==> config.mk <==
export PLATFORM = sky130hd
export DESIGN_NAME = semaphoreBank
export DESIGN_NICKNAME = d
export VERILOG_FILES = /design/src/rtl/semPkg.sv /design/src/rtl/semFlagArb.sv /design/src/rtl/semCtrl.sv /design/src/rtl/semDatapath.sv /design/src/rtl/semaphoreBank.sv
export SDC_FILE = /design/constraint.sdc
export NUM_CORES = 1
export LEC_CHECK = 0
export BUFFER_PORTS_ARGS = -buffer_cell sky130_fd_sc_hd__buf_2
export CORE_MARGIN = 2
export CORE_UTILIZATION = 30
export DETAILED_ROUTE_END_ITERATION = 16
export PLACE_DENSITY_LB_ADDON = 0.3
export REMOVE_ABC_BUFFERS = 1
export SETUP_SLACK_MARGIN = 0.15
export SYNTH_ARGS = -nofsm -noshare
export SYNTH_HDL_FRONTEND = slang
export SYNTH_SLANG_ARGS = --single-unit
==> constraint.sdc <==
create_clock -name clk -period 3.45 [get_ports clk]
set_input_delay 0.5175 -clock clk [delete_from_list [all_inputs] [get_ports clk]]
set_output_delay 0.5175 -clock clk [all_outputs]
set_load 0.02 [all_outputs]
==> src/rtl/semPkg.sv <==
package semPkg;
  localparam int SEM_COUNT  = 8;
  localparam int SEM_IDX_W  = $clog2(SEM_COUNT);
  localparam int SEM_DATA_W = 18;
  localparam int NUM_PORTS  = 2;
  localparam int LEFT_P     = 0;
  localparam int RIGHT_P    = 1;

  typedef enum logic [1:0] {
    OWN_FREE  = 2'd0,
    OWN_LEFT  = 2'd1,
    OWN_RIGHT = 2'd2
  } owner_e;

  typedef struct packed {
    logic                 wrEn;
    logic [SEM_IDX_W-1:0] wrIdx;
    logic                 wrBit;
    logic                 capture;
    logic [SEM_IDX_W-1:0] rdIdx;
  } portStrobe_t;
endpackage

==> src/rtl/semFlagArb.sv <==
module semFlagArb
  import semPkg::*;
(
  input  logic   clk,
  input  logic   rst,
  input  logic   leftReq,
  input  logic   rightReq,
  output owner_e owner
);
  owner_e ownNext;

  always_comb begin
    ownNext = OWN_FREE;
    unique case (owner)
      OWN_LEFT: begin
        if (leftReq)       ownNext = OWN_LEFT;
        else if (rightReq) ownNext = OWN_RIGHT;
      end
      OWN_RIGHT: begin
        if (rightReq)      ownNext = OWN_RIGHT;
        else if (leftReq)  ownNext = OWN_LEFT;
      end
      default: begin
        if (leftReq)       ownNext = OWN_LEFT;
        else if (rightReq) ownNext = OWN_RIGHT;
      end
    endcase
  end

  always_ff @(posedge clk) begin
    if (rst) owner <= OWN_FREE;
    else     owner <= ownNext;
  end

  // a same-edge tie on a free token goes to the left side
  assert_tie_left_R8: assert property (@(posedge clk) disable iff (rst)
    (owner == OWN_FREE && leftReq && rightReq) |=> owner == OWN_LEFT);

  // an owner that still holds its request keeps the token
  assert_left_keeps_R5: assert property (@(posedge clk) disable iff (rst)
    (owner == OWN_LEFT && leftReq) |=> owner == OWN_LEFT);
  assert_right_keeps_R5: assert property (@(posedge clk) disable iff (rst)
    (owner == OWN_RIGHT && rightReq) |=> owner == OWN_RIGHT);

  // a release passes the token to the pending side
  assert_handoff_R5: assert property (@(posedge clk) disable iff (rst)
    (owner == OWN_LEFT && !leftReq && rightReq) |=> owner == OWN_RIGHT);

  // with no request held the token becomes free
  assert_goes_free_R7: assert property (@(posedge clk) disable iff (rst)
    (!leftReq && !rightReq) |=> owner == OWN_FREE);
endmodule

==> src/rtl/semCtrl.sv <==
module semCtrl
  import semPkg::*;
#(
  parameter int DATA_W = SEM_DATA_W
) (
  input  logic                                  clk,
  input  logic                                  rst,
  input  logic [NUM_PORTS-1:0]                  sel,
  input  logic [NUM_PORTS-1:0]                  wrStb,
  input  logic [NUM_PORTS-1:0]                  rdEn,
  input  logic [NUM_PORTS-1:0][SEM_IDX_W-1:0]   idx,
  input  logic [NUM_PORTS-1:0][DATA_W-1:0]      wrData,
  output portStrobe_t [NUM_PORTS-1:0]           strb
);
  logic [NUM_PORTS-1:0] accNow;
  logic [NUM_PORTS-1:0] accQ;
  logic                 unusedHighBits;

  assign accNow = sel & rdEn;

  always_ff @(posedge clk) begin
    if (rst) accQ <= '0;
    else     accQ <= accNow;
  end

  always_comb begin
    unusedHighBits = 1'b0;
    for (int p = 0; p < NUM_PORTS; p++) begin
      strb[p].wrEn    = sel[p] & wrStb[p];
      strb[p].wrIdx   = idx[p];
      strb[p].wrBit   = wrData[p][0];
      strb[p].capture = accNow[p] & ~accQ[p];
      strb[p].rdIdx   = idx[p];
      unusedHighBits  = unusedHighBits ^ (^wrData[p][DATA_W-1:1]);
    end
  end

  for (genvar p = 0; p < NUM_PORTS; p++) begin : gChk
    // capture fires once per access, never on two edges in a row
    assert_capture_once_R10: assert property (@(posedge clk) disable iff (rst)
      strb[p].capture |=> !strb[p].capture);
    // no write strobe reaches the datapath without select
    assert_no_write_unselected_R11: assert property (@(posedge clk) disable iff (rst)
      !sel[p] |-> !strb[p].wrEn);
  end
endmodule

==> src/rtl/semDatapath.sv <==
module semDatapath
  import semPkg::*;
#(
  parameter int DATA_W = SEM_DATA_W
) (
  input  logic                              clk,
  input  logic                              rst,
  input  portStrobe_t [NUM_PORTS-1:0]       strb,
  output logic [NUM_PORTS-1:0][DATA_W-1:0]  rdData
);
  // request latches, 1 = idle, 0 = requesting
  logic [NUM_PORTS-1:0][SEM_COUNT-1:0] reqN;
  logic [NUM_PORTS-1:0][SEM_COUNT-1:0] view;
  logic [NUM_PORTS-1:0]                rdHold;
  owner_e                              ownQ [SEM_COUNT];

  always_ff @(posedge clk) begin
    if (rst) begin
      reqN <= '1;
    end else begin
      for (int p = 0; p < NUM_PORTS; p++) begin
        if (strb[p].wrEn) reqN[p][strb[p].wrIdx] <= strb[p].wrBit;
      end
    end
  end

  for (genvar i = 0; i < SEM_COUNT; i++) begin : gFlag
    semFlagArb uArb (
      .clk      (clk),
      .rst      (rst),
      .leftReq  (~reqN[LEFT_P][i]),
      .rightReq (~reqN[RIGHT_P][i]),
      .owner    (ownQ[i])
    );
  end

  always_comb begin
    for (int i = 0; i < SEM_COUNT; i++) begin
      view[LEFT_P][i]  = (ownQ[i] != OWN_LEFT);
      view[RIGHT_P][i] = (ownQ[i] != OWN_RIGHT);
    end
  end

  always_ff @(posedge clk) begin
    if (rst) begin
      rdHold <= '1;
    end else begin
      for (int p = 0; p < NUM_PORTS; p++) begin
        if (strb[p].capture) rdHold[p] <= view[p][strb[p].rdIdx];
      end
    end
  end

  for (genvar p = 0; p < NUM_PORTS; p++) begin : gOut
    assign rdData[p] = {DATA_W{rdHold[p]}};

    // the read value only moves on a capture edge
    assert_read_frozen_R10: assert property (@(posedge clk) disable iff (rst)
      !strb[p].capture |=> $stable(rdHold[p]));
    // a port's latches change only when that port writes
    assert_own_latch_only_R11: assert property (@(posedge clk) disable iff (rst)
      !strb[p].wrEn |=> $stable(reqN[p]));
  end
endmodule

==> src/rtl/semaphoreBank.sv <==
module semaphoreBank
  import semPkg::*;
#(
  parameter int DATA_W = SEM_DATA_W,
  parameter int IDX_W  = SEM_IDX_W
) (
  input  logic              clk,
  input  logic              rst,
  input  logic              leftSel,
  input  logic              leftWr,
  input  logic              leftRdEn,
  input  logic [IDX_W-1:0]  leftIdx,
  input  logic [DATA_W-1:0] leftWrData,
  output logic [DATA_W-1:0] leftRdData,
  input  logic              rightSel,
  input  logic              rightWr,
  input  logic              rightRdEn,
  input  logic [IDX_W-1:0]  rightIdx,
  input  logic [DATA_W-1:0] rightWrData,
  output logic [DATA_W-1:0] rightRdData
);
  portStrobe_t [NUM_PORTS-1:0]          strb;
  logic [NUM_PORTS-1:0][DATA_W-1:0]     rdBus;

  semCtrl #(.DATA_W(DATA_W)) uCtrl (
    .clk    (clk),
    .rst    (rst),
    .sel    ({rightSel, leftSel}),
    .wrStb  ({rightWr, leftWr}),
    .rdEn   ({rightRdEn, leftRdEn}),
    .idx    ({rightIdx, leftIdx}),
    .wrData ({rightWrData, leftWrData}),
    .strb   (strb)
  );

  semDatapath #(.DATA_W(DATA_W)) uData (
    .clk    (clk),
    .rst    (rst),
    .strb   (strb),
    .rdData (rdBus)
  );

  assign leftRdData  = rdBus[LEFT_P];
  assign rightRdData = rdBus[RIGHT_P];
endmodule

Word level (Yosys, flattened, before mapping):

Cells that the tools add are included.

* flip-flop bits (word level): 36
* input port bits: 50
* output and inout bits: 36
* logic and storage cells: 100

* order comparisons: 4
* equal/unequal tests: 24
* multiplexer cells: 50
* bitwise logic cells: 7
* reduce and logical (&&, ||, !) cells: 2

Operators with widths (count)
* $mux 2: 32
* $bwmux 8: 2
* $eq 2x2->1 const B: 8
* $ne 2x1->1 const B: 8
* $ne 2x2->1 const B: 8
* $mux 1: 12
* $lt 3x4->1 const B: 2
* $bmux 1 s3: 2
* $demux 1 s3: 2
* $ge 3x1->1 const B: 2
* $and 1x1->1: 4
* $and 2x2->2: 1
* $logic_and 1x1->1: 2
* $not 1->1: 2

Depth between registers and ports, before layout:

* word-level depth: 5
* depth in mapped cells: 5
* gate-level depth less buffers: 4

By module:

Synthesis repeated with hierarchy kept, for this count alone.

* cell total of the unflattened synthesis: 243
* area, all modules: 2069.5 um2

Modules (own cells, without submodules)
* semDatapath: instances 1, cells each 157, area each 1236.2 um2, seq. area each 360.3 um2
* semFlagArb: instances 8, cells each 8, area each 80.1 um2, seq. area each 40.0 um2
* semCtrl: instances 1, cells each 22, area each 192.7 um2, seq. area each 40.0 um2

Worst setup path before layout:

No wires, ideal clock.

* path kind: register to output
* start: register uData.rdHold[1]
* end: output rightRdData[10]
* arrival: 0.937 ns
* data required time: 2.932 ns
* path slack: 1.995 ns
* cell stages (with the launch flop): 2
* buffers on the path: 1
* cell sequence: dfxtp_1 > buf_4

RTL lines
* start, declared: RTL line semDatapath.sv:14 `logic [NUM_PORTS-1:0] rdHold;`
* start signal, assigned by index: RTL line semDatapath.sv:49 `if (strb[p].capture) rdHold[p] <= view[p][strb[p].rdIdx];`
* end, declared: RTL line semaphoreBank.sv:20 `output logic [DATA_W-1:0] rightRdData`

No word-level cell between the ends.

Worst setup path after layout:

* start: register uData.rdHold[0]
* end: output leftRdData[11]

RTL lines
* end, declared: RTL line semaphoreBank.sv:14 `output logic [DATA_W-1:0] leftRdData,`

No word-level cell between the ends.

==> results.json <==
{
  "clk_pin_slew_ns": 0.07,
  "drt-vias-per-instance": 4.56,
  "synth-edff-count": 0,
  "relSlewSlack_pct": 65.6,
  "core_um2": 5890,
  "grt_pass1_vias": 1162,
  "cts-htree-levels": 2,
  "maxCapViolCount": 0,
  "numClockSinks": 36,
  "drive_above_1_share_pct": 29.1,
  "drc": 0,
  "crit_chain": "buf_2",
  "hold_viol_final": 0,
  "tightest_slew_ns": 0.515,
  "io_buffers": 51,
  "cts-root-buf": "clkbuf_8",
  "ys_seq_elements": 36,
  "gp_congestion": 0.748,
  "fin_crit_sh_pct": 46.7,
  "holdCritPathClass": "reg -> reg",
  "cp-end-kind": "output port",
  "setup_viol": 0,
  "critical_path_buf_inv_count": 1,
  "drtIter0Drc": 102,
  "row_count": 28,
  "grt_usage_pct": 11.9,
  "dieWidth_um": 81.8,
  "area_growth_pct": 9.08,
  "fmax_ghz": 0.620,
  "grt_max_degree": 24,
  "slew_violations": 0,
  "grt_pass1_wl_um": 5880,
  "synth_ff_type": "dfxtp_1",
  "wire_per_inst_um": 12.0,
  "avgSynthCellArea_um2": 8.42,
  "dp.cells": 301,
  "skew_ns": 0.00819,
  "cts_hold_buf": 0,
  "antenna_found_initial": 0,
  "slowest_delay_ns": 0.56,
  "overflow": 0,
  "diodes": 0,
  "tns_ns": 0,
  "period_needed_ns": 1.61,
  "crit_path_start_kind": "flip-flop",
  "die_h_um": 81.8,
  "yosysSeqAreaShare_pct": 39.6,
  "rsz0062_at_grt": "false",
  "async_reset_ff_share_pct": 0,
  "cp_max_fo": 19,
  "clk-insertion-delay-late_ns": 0.29,
  "cts_buffer_depth": 2,
  "power.density_nw_per_um2": 458,
  "run_status": "finished, final reports clean",
  "p_leak_uw": 0.000798,
  "ys_types": 34,
  "ys_warn_count": 0,
  "wl_um": 3700,
  "cts_inserted_buffers": 5,
  "tritoncts": "yes",
  "ioPinCount": 86,
  "max-vdd-ir-drop_v": 0.000230,
  "syn_inst": 216,
  "crit_slowest_cell": "dfxtp_1",
  "post_cts_buffers": 0,
  "fin_nets": 283,
  "dp_hpwl_um": 2790,
  "critPathKind": "reg -> out",
  "fin_cells": 309,
  "required_ns": 2.93,
  "vias": 1409,
  "dr.pass1.iters": 4,
  "post_cts_resized": 0,
  "fillers": 624,
  "crit_arrival_ns": 1.09,
  "syn_area_um2": 1820,
  "die-area_um2": 6700,
  "start_util_pct": 30.9,
  "cp_top_family": "flip-flops",
  "drtAntennaViolNets": 0
}
power by group:
group          internal, uW  switching, uW
Sequential              424           7.72
Clock                   214            152
Combinational          37.2           73.7
cells by family after synthesis:
kind of cell / count (synthesis) / share of synthesized area [%]
buffers and inverters: 52 / 18.3
AOI/OAI and AO/OA: 36 / 14.7
and+or+nand+nor: 90 / 26.2
muxes: 2 / 1.10
DFF: 36 / 39.6
cell type report:
class | count | area (um2) | area share (%)
clock inverter | 2 | 35.0 | 1.77
timing repair buffer | 51 | 255 | 12.9
sequential | 36 | 721 | 36.3
multi-input combinational | 128 | 764 | 38.5
inverter | 11 | 41.3 | 2.08
clock buffer | 6 | 72.6 | 3.66
tap | 75 | 93.8 | 4.73
per-layer routing:
metal	share of wire (%)	vias to the layer above	global-route usage, %
met5	0	-	0
met1	50	632	16.2
met3	5.0	2	3.63
met2	45	38	17.2
met4	0.65	0	5.50
li1	-	737	-
cell usage after synthesis (5+ instances only):
cell type / instances / area share, %
a211oi_1: 9 / 3.7
buf_4: 36 / 15
dfxtp_1: 36 / 40
inv_1: 11 / 2.3
nand2_1: 19 / 3.9
nand2b_1: 7 / 2.4
nand3_1: 8 / 2.2
nor2_1: 26 / 5.4
nor2b_1: 5 / 1.7
nor3_1: 14 / 3.9
o211ai_1: 7 / 2.9
o21ai_0: 8 / 2.2
flip-flops by register name, summed over array words and instances, names as in the netlist:
| name | flops |
|---|---|
| uData.gFlag.uArb.owner | 16 |
| uData.reqN | 16 |
| uData.rdHold | 2 |
| uCtrl.accQ | 2 |
cell usage in the layout, fill, tap and decap left out, types with 2 or more instances in the layout:
cell type  count
nand3b_4       2
or2b_2         2
mux2i_1        2
dfxtp_1       36
inv_1         11
o21ai_0        8
o211ai_1       7
nor3_1        14
nor2b_1        5
a211oi_1       9
nand2b_1       7
nor2_1        26
clkbuf_8       5
nand3_1        8
buf_2         51
o32ai_1        2
nand2_1       19
a21oi_1        2
worst paths after layout:
kind | cells after the start | start | slack [ns] | endpoint
worst max-delay path | 1 | uData.rdHold[0] | 1.84 | leftRdData[11]
worst min-delay path | 1 | uData.reqN[7] | 0.43 | uData.gFlag[7].uArb.owner[0]
worst max register to register | 4 | uData.gFlag[6].uArb.owner[0] | 2.23 | uData.rdHold[1]
worst min register to register | 1 | uData.reqN[7] | 0.43 | uData.gFlag[7].uArb.owner[0]
metrics by stage:
| step | util [%] | power (uW) | worst slack (ns) | hold slack, ns | area [um2] |
|---|---|---|---|---|---|
| after floorplan | - | 501 | 0.332 | 0.398 | 1530 |
| after global placement | 31.9 | 552 | 1.88 | 0.408 | 1880 |
| after detailed placement | 31.9 | 553 | 1.88 | 0.407 | 1880 |
| after CTS | 33.7 | 920 | 1.81 | 0.425 | 1980 |
| after global routing | 33.7 | 957 | 1.66 | 0.428 | 1980 |
| final | 33.7 | 908 | 1.84 | 0.425 | 1980 |
(Power assumes the default switching activity.)
